$ cat src/rtl/tmr_pkg.sv
package tmr_pkg;
  typedef enum logic {
    MODE_ONESHOT  = 1'b0,
    MODE_PERIODIC = 1'b1
  } tmr_mode_e;
endpackage

$ cat src/rtl/tmr_ctrl.sv
module tmr_ctrl
  import tmr_pkg::*;
(
  input  logic      clk_i,
  input  logic      rst_ni,
  input  logic      start_i,
  input  logic      stop_i,
  input  tmr_mode_e mode_i,
  output logic      load_o,
  output logic      run_o,
  output tmr_mode_e mode_o
);
  // stop has priority over start
  assign load_o = start_i & ~stop_i;

  always_ff @(posedge clk_i or negedge rst_ni) begin
    if (!rst_ni) begin
      run_o  <= 1'b0;
      mode_o <= MODE_ONESHOT;
    end else if (stop_i) begin
      run_o  <= 1'b0;
    end else if (start_i) begin
      run_o  <= 1'b1;
      mode_o <= mode_i;
    end
  end
endmodule

$ cat src/rtl/tmr_down.sv
module tmr_down
  import tmr_pkg::*;
#(
  parameter int CNT_W = 16
) (
  input  logic             clk_i,
  input  logic             rst_ni,
  input  logic             load_i,
  input  logic             run_i,
  input  logic             stop_i,
  input  tmr_mode_e        mode_i,
  input  logic [CNT_W-1:0] pre_i,
  output logic [CNT_W-1:0] cnt_o,
  output logic             term_o
);
  localparam logic [CNT_W-1:0] ONE = CNT_W'(1);

  logic dec;

  assign dec    = run_i & ~stop_i & ~load_i;
  // terminal at 1->0 step, so a zero preload spans 2^CNT_W clocks
  assign term_o = dec & (cnt_o == ONE);

  always_ff @(posedge clk_i or negedge rst_ni) begin
    if (!rst_ni) begin
      cnt_o <= '0;
    end else if (load_i) begin
      cnt_o <= pre_i;
    end else if (dec) begin
      if (term_o && mode_i == MODE_PERIODIC) cnt_o <= pre_i;
      else                                   cnt_o <= cnt_o - ONE;
    end
  end
endmodule

$ cat src/rtl/tmr_wave.sv
module tmr_wave
  import tmr_pkg::*;
(
  input  logic      clk_i,
  input  logic      rst_ni,
  input  logic      load_i,
  input  logic      term_i,
  input  tmr_mode_e mode_i,
  output logic      sqw_o
);
  always_ff @(posedge clk_i or negedge rst_ni) begin
    if (!rst_ni)                                sqw_o <= 1'b0;
    else if (load_i)                            sqw_o <= 1'b0;
    else if (term_i && mode_i == MODE_PERIODIC) sqw_o <= ~sqw_o;
  end
endmodule

$ cat src/rtl/tmr_flag.sv
module tmr_flag (
  input  logic clk_i,
  input  logic rst_ni,
  input  logic set_i,
  input  logic clr_i,
  input  logic en_i,
  output logic flag_o,
  output logic irq_o
);
  // set wins over clear
  always_ff @(posedge clk_i or negedge rst_ni) begin
    if (!rst_ni)     flag_o <= 1'b0;
    else if (set_i)  flag_o <= 1'b1;
    else if (clr_i)  flag_o <= 1'b0;
  end

  assign irq_o = flag_o & en_i;
endmodule

$ cat src/rtl/dual_mode_timer.sv
module dual_mode_timer
  import tmr_pkg::*;
#(
  parameter int CNT_W = 16
) (
  input  logic             clk_i,
  input  logic             rst_ni,
  input  logic             pre_we_i,
  input  logic [CNT_W-1:0] pre_val_i,
  input  logic             mode_i,
  input  logic             start_i,
  input  logic             stop_i,
  input  logic             irq_en_i,
  input  logic             irq_clr_i,
  input  logic             rd_i,
  output logic [CNT_W-1:0] count_o,
  output logic             irq_o,
  output logic             sqw_o
);
  logic [CNT_W-1:0] pre_q;
  logic [CNT_W-1:0] cnt;
  logic             load;
  logic             run;
  logic             term;
  logic             flag;
  tmr_mode_e        mode_q;

  always_ff @(posedge clk_i or negedge rst_ni) begin
    if (!rst_ni)       pre_q <= '0;
    else if (pre_we_i) pre_q <= pre_val_i;
  end

  tmr_ctrl u_ctrl (
    .clk_i   (clk_i),
    .rst_ni  (rst_ni),
    .start_i (start_i),
    .stop_i  (stop_i),
    .mode_i  (tmr_mode_e'(mode_i)),
    .load_o  (load),
    .run_o   (run),
    .mode_o  (mode_q)
  );

  tmr_down #(.CNT_W(CNT_W)) u_down (
    .clk_i  (clk_i),
    .rst_ni (rst_ni),
    .load_i (load),
    .run_i  (run),
    .stop_i (stop_i),
    .mode_i (mode_q),
    .pre_i  (pre_q),
    .cnt_o  (cnt),
    .term_o (term)
  );

  tmr_wave u_wave (
    .clk_i  (clk_i),
    .rst_ni (rst_ni),
    .load_i (load),
    .term_i (term),
    .mode_i (mode_q),
    .sqw_o  (sqw_o)
  );

  tmr_flag u_flag (
    .clk_i  (clk_i),
    .rst_ni (rst_ni),
    .set_i  (term),
    .clr_i  (irq_clr_i),
    .en_i   (irq_en_i),
    .flag_o (flag),
    .irq_o  (irq_o)
  );

  // single-cycle snapshot for coherent reads
  always_ff @(posedge clk_i or negedge rst_ni) begin
    if (!rst_ni)   count_o <= '0;
    else if (rd_i) count_o <= cnt;
  end
endmodule


$ cat config.mk
export PLATFORM = sky130hd
export DESIGN_NAME = dual_mode_timer
export DESIGN_NICKNAME = d
export VERILOG_FILES = /design/src/rtl/tmr_pkg.sv /design/src/rtl/tmr_ctrl.sv /design/src/rtl/tmr_down.sv /design/src/rtl/tmr_wave.sv /design/src/rtl/tmr_flag.sv /design/src/rtl/dual_mode_timer.sv
export SDC_FILE = /design/constraint.sdc
export NUM_CORES = 1
export LEC_CHECK = 0
export BUFFER_PORTS_ARGS = -buffer_cell sky130_fd_sc_hd__buf_2
export CAP_MARGIN = 20
export CORE_MARGIN = 2
export CORE_UTILIZATION = 56
export DETAILED_ROUTE_END_ITERATION = 10
export MAX_ROUTING_LAYER = met4
export PLACE_DENSITY = 0.85
export RECOVER_POWER = 25
export SYNTH_ARGS = -nofsm -noshare
export SYNTH_HDL_FRONTEND = slang
export SYNTH_HIERARCHICAL = 1
export SYNTH_SLANG_ARGS = --single-unit
$ cat constraint.sdc
create_clock -name clk_i -period 2.6 [get_ports clk_i]
set_input_delay 0.52 -clock clk_i [delete_from_list [all_inputs] [get_ports clk_i]]
set_output_delay 0.52 -clock clk_i [all_outputs]
set_load 0.01 [all_outputs]
==> summary.md, run 1 <==
| Metric | Value |
|---|---|
| Synth Area in Adders | `0.00945` |
| Ys flop type | `dfrtp_1` |
| Clk buf depth | `2` |
| Total CTS buffers | `5` |
| Nets | `286` |
| RSZ-0062 raised after global routing | `false` |
| Worst Path Required | `2.80 ns` |
| Worst Hold Class | `input port to flop` |
| Final hold violations | `0` |
| Failing checks | `capacitance limit, slew limit` |
| Final Critical Period | `2.32 ns` |
| Floorplan core area | `4630 sq um` |
| Layout cells sized above 1 | `0.385` |
| Commonest non-fill, non-tap cells in the layout | `dfrtp_1 (52), buf_2 (41), mux2_4 (21), nor2_1 (14), mux2_2 (12)` |
| Synth Register Bits | `52` |
| Place WS | `0.303 ns` |
| Reg clk slew, reported paths | `0.10 ns` |
| R2R setup slack | `0.28 ns` |
| Worst slew pin tran | `1.88 ns` |
| Asr flop ratio synth | `1.00` |
| CP startpoint | `u_down/cnt_o[0]` |
| Final setup violation count | `0` |
| Largest net degree at the start of global routing | `37` |
| Cell count after synthesis | `216` |
| Setup CP Type | `flop to flop` |
| Syn_nets | `243` |
| Pwr Total | `2.29 mW` |
| Crit-path max FO | `7` |
| Fin Setup TNS | `0 ns` |
| PostCTS Resize Cnt | `0` |
| Seq pwr share | `0.471` |
| Vias in the first global route | `1,877` |
| H-tree levels | `2` |
| Vias | `1,885` |
| Syn_area_per_cell | `12.3 sq um` |
| Hold buffer count at cts | `0` |
| Worst slew margin | `-0.256` |
| # diodes | `0` |
| Post-route ant nets | `0` |
| WP data arrival | `2.52 ns` |
| Congestion Overflow GR | `0` |
| Fin worst setup slack | `0.279 ns` |
| Comb pwr share | `0.202` |
| Max Freq | `431 MHz` |
| Synth area leaders | `dfrtp_1 (49%), mux2_4 (12%), mux2_2 (5.1%)` |
| Setup repair bufs after CTS | `0` |
| Die area | `5300 sq um` |
| First-pass GRT wire length | `9120 um` |
| IO buf count | `42` |
| Most common cell after layout, fill and taps aside | `dfrtp_1` |
| Switch share | `0.273` |
| Clock share of power | `0.327` |
| Total global-route track usage | `0.233` |
| Final worst path period share | `0.893` |
| Max Slew Vio Count | `37` |
| CTS tree | `done` |
| Die H | `72.8 um` |
| Leak pwr | `1.36 nW` |
| CP endpoint kind | `flop` |
| Clock Root Buffer | `clkbuf_8` |
| Syn Std Cell Area | `2650 sq um` |
| Top cell type's share of synthesized area | `0.491` |
| Post-Route Skew | `0.00687 ns` |
| Netlist cell types | `53` |
| Power Density | `759 nW/um^2` |
| Crit start category | `flop` |
| EDFF count, synth | `0` |
| Post-Synth Simple-Gate Area | `0.162` |
| Outcome | `complete, but fails checks` |
| CTS Sinks | `52` |
| IO Count | `43` |
| Clk_lat worst skew | `0.31 ns` |
| Die width | `72.8 um` |
| Yosys top cell by area | `dfrtp_1` |
| First-pass DRT Iterations | `4` |
| Peak VDD IR | `0.373 mV` |
| Via density | `6.00` |
| Switching power | `0.625 mW` |
| Row count | `25` |
| Starting Density | `0.572` |
| Post-synthesis sequential area ratio | `0.491` |
| HPWL after DPL | `3940 um` |
| Int Power | `1.67 mW` |
| Max-cap check violation count | `1` |
| Initial antenna violation count | `0` |
| Synth warnings | `6` |
| Gpl congestion | `0.918` |
| Starting DRT DRC Count | `179` |
| Post-Synth XOR/XNOR Area | `0` |
| FF-to-FF Start | `u_down/cnt_o[0]` |
| Main combinational cell family by area after synthesis | `multiplexers` |
| Residual DRC count | `0` |
| Mux share of post-synthesis cell area | `0.181` |
| Synth Area in Compound Gates | `0.107` |
| Final WL | `5540 um` |
| HP Start | `pre_val_i[3]` |
| Average routed wire per standard cell | `17.6 um` |
| Area growth from synthesis to layout | `13.9%` |
[critical path: stages (launching register included)]
cell and delay (ns):
dfrtp_1 0.46, inv_1 0.09, ha_1 0.17, or3b_2 0.51
or4_1 0.45, o22ai_1 0.15, nor3_1 0.07, or2_2 0.30
[state kept, by name (all words and copies together) (netlist names)]
name,flops
u_wave/sqw_o,1
u_ctrl/run_o,1
u_ctrl/mode_o,1
u_flag/flag_o,1
pre_q,16
count_o,16
u_down/cnt_o,16
[power groups by stage]
stage / clock (mW) / sequential [mW] / combinational (mW)
final: 0.748 / 1.08 / 0.463
after global routing: 0.782 / 1.10 / 0.510
after CTS: 0.759 / 1.08 / 0.467
after detailed placement: 0 / 1.09 / 0.464
after global placement: 0 / 1.08 / 0.451
after floorplan: 0 / 1.08 / 0.305
[Yosys cell counts (all sizes together), types with 2 or more instances]
cell type  number
a211oi          2
a21oi           5
a221oi          2
a22oi           2
a2bb2oi         3
a31oi           2
and4            2
buf             7
clkbuf          4
dfrtp          52
ha              2
inv             5
mux2           33
mux2i           3
nand2           9
nand3           9
nand3b          2
nand4           6
nor2           14
nor2b           2
nor3           10
nor4            5
o211ai          3
o21ai           5
or2             3
or3             4
or4             4
[cell families after synthesis]
logic type,Yosys count
AND/OR/NAND/NOR,73
flip-flops,52
AO/OA/AOI/OAI,36
multiplexers,36
buffers and inverters,17
adder cells (fa/ha/maj),2
[layer usage]
layer	up-vias	track usage	wire length, um
met5	-	-	0
met2	63	0.363	2670
met4	0	0.0802	85
met3	8	0.0414	304
li1	895	-	-
met1	919	0.310	2480
[final timing paths]
kind / end / depth (start not counted)
setup reg to reg: u_down/cnt_o[14] / 7
hold / removal: pre_q[3] / 2
max in group asynchronous: count_o[13] / 1
hold reg to reg: u_flag/flag_o / 1
min in group asynchronous: u_down/cnt_o[10] / 1
setup / recovery: u_down/cnt_o[14] / 7
[final cells by class]
type	count	area (sq um)
fillers	368	1610
inverters	6	22.5
multi-input cells	147	1220
well taps	54	67.6
clock inverters	3	90.1
repair buffers	47	246
clock buffers	5	68.8
flip-flops and latches	52	1300
[through the flow]
stage / hold slack, ns / instance area, sq um / std cells / util
final: 0.434 / 3020 / 314 / 0.652
after global routing: 0.431 / 3020 / 314 / 0.652
after CTS: 0.301 / 3020 / 314 / 0.652
after detailed placement: 0.475 / 2860 / 306 / 0.618
after global placement: 0.461 / 2860 / 306 / 0.618
after floorplan: 0.224 / 2650 / 216 / -
No activity file was read; power rests on OpenSTA's default activity.
==> run 2: changes to the inputs <==
Settings changed: CTS_CLUSTER_DIAMETER set to 120, SETUP_SLACK_MARGIN set to 0.5.
==> run 2 against run 1 <==
Compared with the run above:
- the flow now finishes without violations
- core utilization rose by 3.3 points
- die area unchanged
- via count rose by 6.4%
- global-route usage is 2.2 points higher
- clock skew up 0.00056 ns
- sequential share of layout area down 2.0 points
- flip-flop and latch count stayed put
- fmax grew 6.9%
- cell count up 4.8%
- clock-buffer cell count is the same
- non-clock buffer count increased by 14
==> summary.md, run 2 (synthesis results as in run 1) <==
| Metric | Value |
|---|---|
| Outcome | `complete, no violations` |
| Worst slew margin | `0.0826 (+0.338)` |
| Setup CP Type | `flop to flop` |
| Post-route ant nets | `0 (unchanged)` |
| Power Density | `688 nW/um^2 (-9.4%)` |
| Int Power | `1.52 mW (-8.8%)` |
| IO buf count | `42 (unchanged)` |
| Switch share | `0.303 (+0.0302)` |
| HP Start | `stop_i` |
| Critical path buffers and inverters | `2 (+1)` |
| Via density | `6.09 (+1.5%)` |
| Vias in the first global route | `2,011 (+7.1%)` |
| Layout cells sized above 1 | `0.476 (+0.0917)` |
| RSZ-0062 raised after global routing | `true` |
| Average routed wire per standard cell | `18.2 um (+3.3%)` |
| Nets | `301 (+5.2%)` |
| Clock share of power | `0.254 (-0.073)` |
| Crit-path most repeated cell | `nor3_1` |
| Critical Path, Cell by Cell | `inv_1 -> ha_2 -> or3b_4 -> buf_4 -> nor3_1 -> nor3_1 -> a2111oi_2` |
| Worst Hold Class | `input port to flop` |
| Final hold violations | `0 (unchanged)` |
| Hold WS | `0.426 ns (-0.00814 ns)` |
| Clock Root Buffer | `clkbuf_8` |
| Most common cell after layout, fill and taps aside | `dfrtp_1` |
| Final WL | `5990 um (+8.2%)` |
| Residual DRC count | `0 (unchanged)` |
| CP endpoint kind | `flop` |
| IO Count | `43 (unchanged)` |
| Hold buffer count at cts | `0 (unchanged)` |
| Max-cap check violation count | `0 (-1)` |
| H-tree levels | `2 (unchanged)` |
| Vias | `2,005 (+6.4%)` |
| Die width | `72.8 um (unchanged)` |
| Worst Path Required | `2.79 ns (about the same)` |
| First-pass GRT wire length | `9860 um (+8.1%)` |
| FILL cells | `351 (-4.6%)` |
| WP data arrival | `2.36 ns (-0.16 ns)` |
| Total CTS buffers | `5 (unchanged)` |
| R2R setup slack | `0.43 ns (+0.15 ns)` |
| Max Freq | `460 MHz (+6.9%)` |
| Final setup violation count | `0 (unchanged)` |
| HPWL after DPL | `4040 um (+2.6%)` |
| Die H | `72.8 um (unchanged)` |
| Total global-route track usage | `0.255 (+0.0224)` |
| Die area | `5300 sq um (unchanged)` |
| Top delay family on crit path | `simple AND/OR/NAND/NOR gates` |
| Multi-input gate area | `1310 sq um (+7.4%)` |
| Area growth from synthesis to layout | `19.7%` |
| Starting DRT DRC Count | `167 (-6.7%)` |
| Gpl congestion | `0.924 (+0.69%)` |
| Registers with the most flip-flops | `count_o: 16 flops, pre_q: 16 flops, u_down/cnt_o: 16 flops` |
| Leak pwr | `1.42 nW (+4.8%)` |
| Seq pwr share | `0.491 (+0.020)` |
| Reg clk slew, reported paths | `0.09 ns (about the same)` |
| Final Critical Period | `2.17 ns (-0.150 ns)` |
| Max Slew Vio Count | `0 (-100%)` |
| Worst slew pin tran | `1.38 ns (-0.507 ns)` |
| Post-Route Skew | `0.00743 ns (+0.000560 ns)` |
| Sequential cell area | `1310 sq um (+0.29%)` |
| Comb pwr share | `0.255 (+0.053)` |
| Row count | `25 (unchanged)` |
| Final worst path period share | `0.835 (-0.0577)` |
| Worst Hold End | `u_ctrl/run_o` |
| Peak VDD IR | `0.387 mV (+3.6%)` |
| Switching power | `0.661 mW (+5.7%)` |
| CP peak stage delay | `0.43 ns (-0.08 ns)` |
| Crit start category | `flop` |
| CTS tree | `done` |
| Worst hold stages | `2 (unchanged)` |
| CP max-delay cell | `a2111oi_2` |
| Fin Setup TNS | `0 ns (unchanged)` |
| Clk_lat worst skew | `0.31 ns (about the same)` |
| Floorplan core area | `4630 sq um (unchanged)` |
| Commonest non-fill, non-tap cells in the layout | `dfrtp_1 (49), buf_2 (41), mux2_4 (21), buf_4 (17), mux2_2 (12)` |
| CTS Sinks | `52 (unchanged)` |
| RR Endpoint | `u_down/cnt_o[10]` |
| First-pass DRT Iterations | `4 (unchanged)` |
| Finished Core Util | `0.685 (+0.0330)` |
| # diodes | `0 (unchanged)` |
| Congestion Overflow GR | `0 (unchanged)` |
| Initial antenna violation count | `0 (unchanged)` |
| Crit-path max FO | `5 (-2)` |
| Largest net degree at the start of global routing | `28 (-24%)` |
| FF-to-FF Start | `u_down/cnt_o[0]` |
| Clk buf depth | `2 (unchanged)` |
| Reg2Reg Depth | `7 (unchanged)` |
| Starting Density | `0.572 (unchanged)` |
## run 2: cell types whose count changed in the layout (fill, tap and decap cells not counted), sizes merged
| cell | previous run | this run |
|---|---|---|
| clkinvlp | 0 | 1 |
| clkinv | 1 | 2 |
| a31oi | 2 | 3 |
| bufinv | 3 | 1 |
| buf | 46 | 59 |
| clkbuf | 6 | 7 |
## run 2: layout make-up
class,count,area share
Inverter,6,0.00711
Clock inverter,3,0.0134
Tap cell,54,0.0213
Clock buffer,5,0.0217
Timing Repair Buffer,61,0.111
Multi-Input combinational cell,148,0.413
Sequential cell,52,0.412
## run 2: how the worst max path moves through the flow
stage	from	end	slack, ns	cells after the start
3_3_place_gp	u_down/cnt_o[4]	u_down/cnt_o[13]	0.37	5
6_report	u_down/cnt_o[0]	u_down/cnt_o[10]	0.43	7
2_1_floorplan	u_down/cnt_o[0]	u_down/cnt_o[14]	0.44	8
4_1_cts	u_down/cnt_o[7]	u_down/cnt_o[13]	0.50	5
5_1_grt	rst_ni	u_down/cnt_o[9]	0.29	2
3_5_place_dp	u_down/cnt_o[4]	u_down/cnt_o[13]	0.31	5
## run 2: repair_timing
| item | CTS | global route |
|---|---|---|
| cloned | 1 | 0 |
| buffers inserted | 5 | 9 |
| setup endpoints to repair | 13 | 15 |
| resized for setup | 8 | 12 |
| pin swaps | 1 | 9 |
## run 2: routing by layer
metal | wire length (um) | GRT usage | part of all wire | vias up
met5 | 0 | - | 0 | -
met4 | 159 | 0.0926 | 0.027 | 0
met3 | 301 | 0.0414 | 0.050 | 14
met2 | 3030 | 0.412 | 0.51 | 63
met1 | 2500 | 0.327 | 0.42 | 1008
li1 | - | - | - | 920
## run 2: through the flow
stage          instance area (sq um)  cells  setup WS (ns)  power [mW]
2_1_floorplan                   2670    216          0.438        1.40
3_3_place_gp                    2880    306          0.373        1.55
3_5_place_dp                    2880    306          0.315        1.57
4_1_cts                         3070    320          0.497        2.15
5_1_grt                         3170    329          0.293        2.30
6_report                        3170    329          0.428        2.18
## run 2: power groups by stage
stage / Combinational (mW) / Clock, mW / Sequential (mW)
floorplan: 0.315 / 0 / 1.08
global placement: 0.463 / 0 / 1.09
detailed placement: 0.477 / 0 / 1.09
CTS: 0.517 / 0.563 / 1.07
global route: 0.607 / 0.598 / 1.09
finish: 0.556 / 0.554 / 1.07
